===== src/rtl/hz_pkg.sv =====
// Shared definitions for the issue hazard gate.
// Assumes: unit codes above FDIV are treated as ALU by the consumers.
package hz_pkg;
    typedef enum logic [2:0] {
        UNIT_ALU  = 3'd0,
        UNIT_MEM  = 3'd1,
        UNIT_FADD = 3'd2,
        UNIT_FMUL = 3'd3,
        UNIT_FDIV = 3'd4
    } unit_e;
endpackage


===== src/rtl/hz_scoreboard.sv =====
// Per-register busy flags with forwarding countdown.
// Assumes: a set request never targets an entry that is already busy
// (the hazard logic guarantees this); set wins over countdown.
module hz_scoreboard #(
    parameter int NREG  = 64,
    parameter int IDX_W = 6,
    parameter int CNT_W = 5
) (
    input  logic             clk,
    input  logic             rst_n,
    input  logic             set_en,
    input  logic [IDX_W-1:0] set_idx,
    input  logic [CNT_W-1:0] set_lat,
    output logic [NREG-1:0]  busy,
    output logic [NREG-1:0]  fwd_ok
);
    for (genvar r = 0; r < NREG; r++) begin : g_entry
        logic [CNT_W-1:0] cnt_q;
        logic             busy_q;

        // Load on issue, count down while busy, free one cycle after zero.
        always_ff @(posedge clk) begin
            if (!rst_n) begin
                busy_q <= 1'b0;
                cnt_q  <= '0;
            end else if (set_en && (set_idx == IDX_W'(r))) begin
                busy_q <= 1'b1;
                cnt_q  <= set_lat;
            end else if (busy_q) begin
                if (cnt_q == '0) busy_q <= 1'b0;
                else             cnt_q  <= cnt_q - 1'b1;
            end
        end

        assign busy[r]   = busy_q;
        assign fwd_ok[r] = (cnt_q == '0);
    end
endmodule


===== src/rtl/hz_div_tracker.sv =====
// Tracks occupancy of the unpipelined divider.
// Assumes: start is only raised when occupied is low.
module hz_div_tracker #(
    parameter int II = 25,
    parameter int CW = 5
) (
    input  logic clk,
    input  logic rst_n,
    input  logic start,
    output logic occupied
);
    logic [CW-1:0] left_q;

    // Reload to II-1 on start, then count down to free.
    always_ff @(posedge clk) begin
        if (!rst_n)              left_q <= '0;
        else if (start)          left_q <= CW'(II - 1);
        else if (left_q != '0)   left_q <= left_q - 1'b1;
    end

    assign occupied = (left_q != '0);
endmodule


===== src/rtl/hz_detect.sv =====
// Combinational stall decision from scoreboard and divider state.
// Assumes: index 0 is the hard-wired integer zero register.
module hz_detect #(
    parameter int NREG  = 64,
    parameter int IDX_W = 6
) (
    input  logic             valid,
    input  logic             is_div,
    input  logic [IDX_W-1:0] dst,
    input  logic             dst_en,
    input  logic [IDX_W-1:0] src_a,
    input  logic             src_a_en,
    input  logic [IDX_W-1:0] src_b,
    input  logic             src_b_en,
    input  logic [NREG-1:0]  busy,
    input  logic [NREG-1:0]  fwd_ok,
    input  logic             div_occupied,
    output logic             stall
);
    logic raw_a, raw_b, waw, div_hold;

    // Evaluate each hazard reason and combine them.
    always_comb begin
        raw_a    = src_a_en && (src_a != '0) && busy[src_a] && !fwd_ok[src_a];
        raw_b    = src_b_en && (src_b != '0) && busy[src_b] && !fwd_ok[src_b];
        waw      = dst_en && (dst != '0) && busy[dst];
        div_hold = is_div && div_occupied;
        stall    = valid && (raw_a || raw_b || waw || div_hold);
    end
endmodule


===== src/rtl/issue_hazard_gate.sv =====
// Decode-stage issue gate for an in-order multi-latency pipeline.
// Assumes: upstream holds the decode slot while stall is high.
module issue_hazard_gate #(
    parameter int NREG_FILE = 32,
    parameter int LAT_ALU   = 0,
    parameter int LAT_MEM   = 1,
    parameter int LAT_FADD  = 3,
    parameter int LAT_FMUL  = 6,
    parameter int LAT_FDIV  = 24,
    parameter int DIV_II    = 25
) (
    input  logic       clk,
    input  logic       rst_n,
    input  logic       dec_valid,
    input  logic [2:0] dec_unit,
    input  logic [5:0] dec_dst,
    input  logic       dec_dst_en,
    input  logic [5:0] dec_src_a,
    input  logic       dec_src_a_en,
    input  logic [5:0] dec_src_b,
    input  logic       dec_src_b_en,
    output logic       stall,
    output logic       issue
);
    import hz_pkg::*;

    localparam int NREG  = 2 * NREG_FILE;
    localparam int IDX_W = $clog2(NREG);
    localparam int CNT_W = $clog2(LAT_FDIV + 1);
    localparam int DIV_W = $clog2(DIV_II);

    logic [NREG-1:0]  busy, fwd_ok;
    logic [CNT_W-1:0] lat;
    logic             is_div, div_busy, sb_set;

    // Pick the extra latency of the decoded unit.
    always_comb begin
        case (dec_unit)
            UNIT_MEM:  lat = CNT_W'(LAT_MEM);
            UNIT_FADD: lat = CNT_W'(LAT_FADD);
            UNIT_FMUL: lat = CNT_W'(LAT_FMUL);
            UNIT_FDIV: lat = CNT_W'(LAT_FDIV);
            default:   lat = CNT_W'(LAT_ALU);
        endcase
    end

    assign is_div = (dec_unit == UNIT_FDIV);
    assign issue  = dec_valid && !stall;
    assign sb_set = issue && dec_dst_en && (dec_dst != '0);

    hz_scoreboard #(.NREG(NREG), .IDX_W(IDX_W), .CNT_W(CNT_W)) u_sb (
        .clk    (clk),
        .rst_n  (rst_n),
        .set_en (sb_set),
        .set_idx(dec_dst),
        .set_lat(lat),
        .busy   (busy),
        .fwd_ok (fwd_ok)
    );

    hz_div_tracker #(.II(DIV_II), .CW(DIV_W)) u_div (
        .clk     (clk),
        .rst_n   (rst_n),
        .start   (issue && is_div),
        .occupied(div_busy)
    );

    hz_detect #(.NREG(NREG), .IDX_W(IDX_W)) u_det (
        .valid       (dec_valid),
        .is_div      (is_div),
        .dst         (dec_dst),
        .dst_en      (dec_dst_en),
        .src_a       (dec_src_a),
        .src_a_en    (dec_src_a_en),
        .src_b       (dec_src_b),
        .src_b_en    (dec_src_b_en),
        .busy        (busy),
        .fwd_ok      (fwd_ok),
        .div_occupied(div_busy),
        .stall       (stall)
    );
endmodule


===== config.mk =====
export PLATFORM = sky130hd
export DESIGN_NAME = issue_hazard_gate
export DESIGN_NICKNAME = d
export VERILOG_FILES = /design/src/rtl/hz_pkg.sv /design/src/rtl/hz_scoreboard.sv /design/src/rtl/hz_div_tracker.sv /design/src/rtl/hz_detect.sv /design/src/rtl/issue_hazard_gate.sv
export SDC_FILE = /design/constraint.sdc
export NUM_CORES = 1
export LEC_CHECK = 0
export BUFFER_PORTS_ARGS = -buffer_cell sky130_fd_sc_hd__buf_2
export CAP_MARGIN = 20
export CORE_MARGIN = 1.5
export CORE_UTILIZATION = 40
export DETAILED_ROUTE_END_ITERATION = 8
export PLACE_DENSITY_LB_ADDON = 0.08
export SYNTH_ARGS = -nofsm -noshare
export SYNTH_HDL_FRONTEND = slang
export SYNTH_HIERARCHICAL = 1
export SYNTH_SLANG_ARGS = --single-unit

===== constraint.sdc =====
create_clock -name clk -period 3.6 [get_ports clk]
set_input_delay 0.54 -clock clk [delete_from_list [all_inputs] [get_ports clk]]
set_output_delay 0.54 -clock clk [all_outputs]
set_load 0.02 [all_outputs]

==> flow_summary.yaml <==
timing:
  maxSlewViolCount: 0
  min_period_over_period: 1.12
  relSlewSlack: 0.150
  timing.hold.ws_ns: 0.490
  post-route-min-period_ns: 4.03
  layout_setup_ws_ns: -0.433
  skew_ns: 0.0229
  setup-violations-final: 386
  finalHoldViolations: 0
  tns_ns: -106.43
  rsz0062_at_grt: "yes"
  worst_slew_pin_slew_ns: 1.27
  fmax_mhz: 248
cells_and_area:
  seqCellArea_um2: 7800
  antennaDiodeCount: 0
  n_fill_cell: 4851
  synthToLayoutAreaGrowth_pct: 50.2
  mostFrequentLayoutCell: "buf_4"
  final_cell_mix: "buf_4, dfxtp_1, nand2_1"
  multiInputGateArea_um2: 16500
  drive_gt1_frac: 0.414
  final_cell_area_um2: 34200
  nNetsFinal: 3476
power:
  power_frac_clock: 0.482
  peakVddDrop_v: 0.000329
  comb_power_share: 0.107
  switchingPower_mw: 2.74
  power.total_mw: 10.6
  leakagePower_nw: 13.0
  p_per_area_nw_per_um2: 310
  intPower_mw: 7.87
  swShare: 0.258
  power.share.sequential: 0.411
worst_setup_path:
  cp-start-kind: "flop"
  critPathSlowestCell: "or4b_4"
  crit_arrival_ns: 4.47
  worstSetupEndpointType: "flop"
  cp.required_ns: 4.04
  crit_type: "reg2reg"
  path_cells: "inv_2 > ha_4 > or4b_4 > inv_2 > and4b_1 > nor4b_2 > o21ai_2 > nand4b_1 > a311oi_2 > nor4_4 > a41oi_4 > nor2b_4 > o311a_4 > buf_6 > and3b_2 > buf_6 > clkbuf_16 > nand2_8 > mux2i_1 > nor2_1"
  cp_max_fo: 6
  critical_path.max_stage_delay_ns: 0.46
yosys:
  synth_nets: 2894
  syn-cell-area_um2: 22800
  yosysWarnings: 6
  ys.flop_type: "dfxtp_1"
  ys_types: 82
  avgSynthCellArea_um2: 8.12
  synth-edff-count: 0
  ys_seq_area_frac: 0.342
  ys_ff_latch: 389
  synthArstFlopShare: 0
  syn_inst: 2802
die:
  core_um2: 56300
  die_h_um: 242
  die_area_um2: 58300
  die_x_um: 242
  num_io_pins: 29
  num_rows: 87
  start_util: 0.404
route:
  via_count: 23400
  drt_iter0_markers: 1552
  drtPass1Iterations: 5
  drc: 0
  ant_nets: 0
  viasPerCell: 5.60
  routed_wirelength_mm: 86.0
  wire_per_inst_um: 20.6
clock_tree:
  clk_pin_slew_ns: 0.06
  clkLatencyLatePin_ns: 0.59
  clock_path_buffers: 3
  cts_tree: "yes"
  cts.sinks: 389
  clockRootBuffer: "clkbuf_16"
  numCtsBuffers: 47
  cts_hold_buf: 0
  htreeDepth: 2
hold_path:
  hp-class: "in2reg"
grt:
  grt_start_max_net_pins: 99
  grt_antenna_before_repair: 1
  grt_pass1_vias: 23200
  grt_use_total: 0.283
  grt_pass1_wl_mm: 132
  grt_overflow: 0
place:
  dp_hpwl_mm: 56.3
  gp_congestion: 0.931
  port_buffers: 28
  place_area_um2: 28200
outcome:
  outcome: "complete, but fails checks"
  violations: "setup timing"
run:
  cap_violations: 0
==> power groups by stage <==
stage          clock network, mW  registers (mW)  logic, mW
2_1_floorplan                  0            4.45      0.504
3_3_place_gp                   0            4.45      0.881
5_1_grt                     5.38            4.36       1.19
6_report                    5.11            4.36       1.14
3_5_place_dp                   0            4.46      0.891
4_1_cts                     5.20            4.36       1.06
==> cell usage after synthesis, drive strengths merged, types with 19 or more instances <==
master | count | share of area
a211oi | 67 | 0.023
a21oi | 334 | 0.073
a311o | 48 | 0.021
buf | 117 | 0.036
clkbuf | 80 | 0.013
dfxtp | 389 | 0.34
ha | 65 | 0.036
inv | 228 | 0.038
mux2i | 69 | 0.030
mux4 | 19 | 0.019
nand2 | 310 | 0.051
nand3 | 92 | 0.020
nor2 | 192 | 0.032
nor3 | 127 | 0.028
nor3b | 37 | 0.013
nor4b | 53 | 0.023
o21ai | 99 | 0.022
o31a | 64 | 0.025
or4b | 69 | 0.031
xnor2 | 66 | 0.025
xor2 | 65 | 0.025
==> sequential cells by signal (all words and copies together) (netlist names) <==
name and cells:
u_sb/g_entry.busy_q 64, u_sb/g_entry.cnt_q 320, u_div/left_q 5
==> critical path: cells and delay by family, from the launching register on <==
family | cells | cell delay (ns)
flip-flops | 1 | 0.32
AND/OR/NAND/NOR | 9 | 2.02
AO/OA/AOI/OAI | 4 | 0.62
buffers and inverters | 5 | 0.57
adder cells (fa/ha/maj) | 1 | 0.12
multiplexers | 1 | 0.22
==> final timing paths <==
path                                               start                                     end  slack (ns)  cells past startpoint
setup / recovery  u_sb/g_entry[53].cnt_q[0]$_SDFFE_PN0P_  u_sb/g_entry[43].cnt_q[4]$_SDFFE_PN0P_       -0.43                     20
hold / removal                                     rst_n  u_sb/g_entry[40].cnt_q[4]$_SDFFE_PN0P_        0.49                      3
setup reg to reg  u_sb/g_entry[53].cnt_q[0]$_SDFFE_PN0P_  u_sb/g_entry[43].cnt_q[4]$_SDFFE_PN0P_       -0.43                     20
hold reg to reg             u_div/left_q[4]$_SDFFE_PN0P_            u_div/left_q[4]$_SDFFE_PN0P_        0.51                      2
==> metal layers <==
metal  vias to the layer above  wire length [um]  GRT usage
met1                     11400             38300      0.375
met5                         -                 0          0
met3                       160              4230     0.0368
li1                      11200                 -          -
met2                       594             40700      0.477
met4                         0              2750     0.0895
==> area by class of cell <==
cell class,instances,area share
sequential,389,0.228
multi-input combinational,2002,0.482
clock buffer,76,0.0438
timing repair buffer,715,0.188
inverter,229,0.0255
tap,756,0.0277
clock inverter,11,0.00465
==> repair_timing <==
| action | 4_1_cts | 5_1_grt |
|---|---|---|
| pin swaps | 125 | 111 |
| resized for setup | 540 | 240 |
| setup buffers | 48 | 50 |
| gates cloned | 16 | 6 |
| setup endpoints to repair | 386 | 388 |
==> per-stage QoR <==
step,instances,utilization,setup slack (ns)
2_1_floorplan,2802,-,-0.275
4_1_cts,4128,0.581,-0.379
3_5_place_dp,3978,0.501,-0.545
6_report,4178,0.608,-0.433
3_3_place_gp,3978,0.501,-0.510
5_1_grt,4178,0.608,-0.596
==> logic make-up (layout without fill, tap and decap cells) <==
kind of cell | after synthesis | after routing | synth area share
adder cells (fa/ha/maj) | 65 | 65 | 0.0357
AO/OA/AOI/OAI | 703 | 703 | 0.195
XOR/XNOR | 131 | 131 | 0.0504
buffers and inverters | 426 | 1031 | 0.0873
flip-flops | 389 | 389 | 0.342
AND/OR/NAND/NOR | 999 | 1014 | 0.239
multiplexers | 89 | 89 | 0.0501
Power figures use the tool's default switching activity.
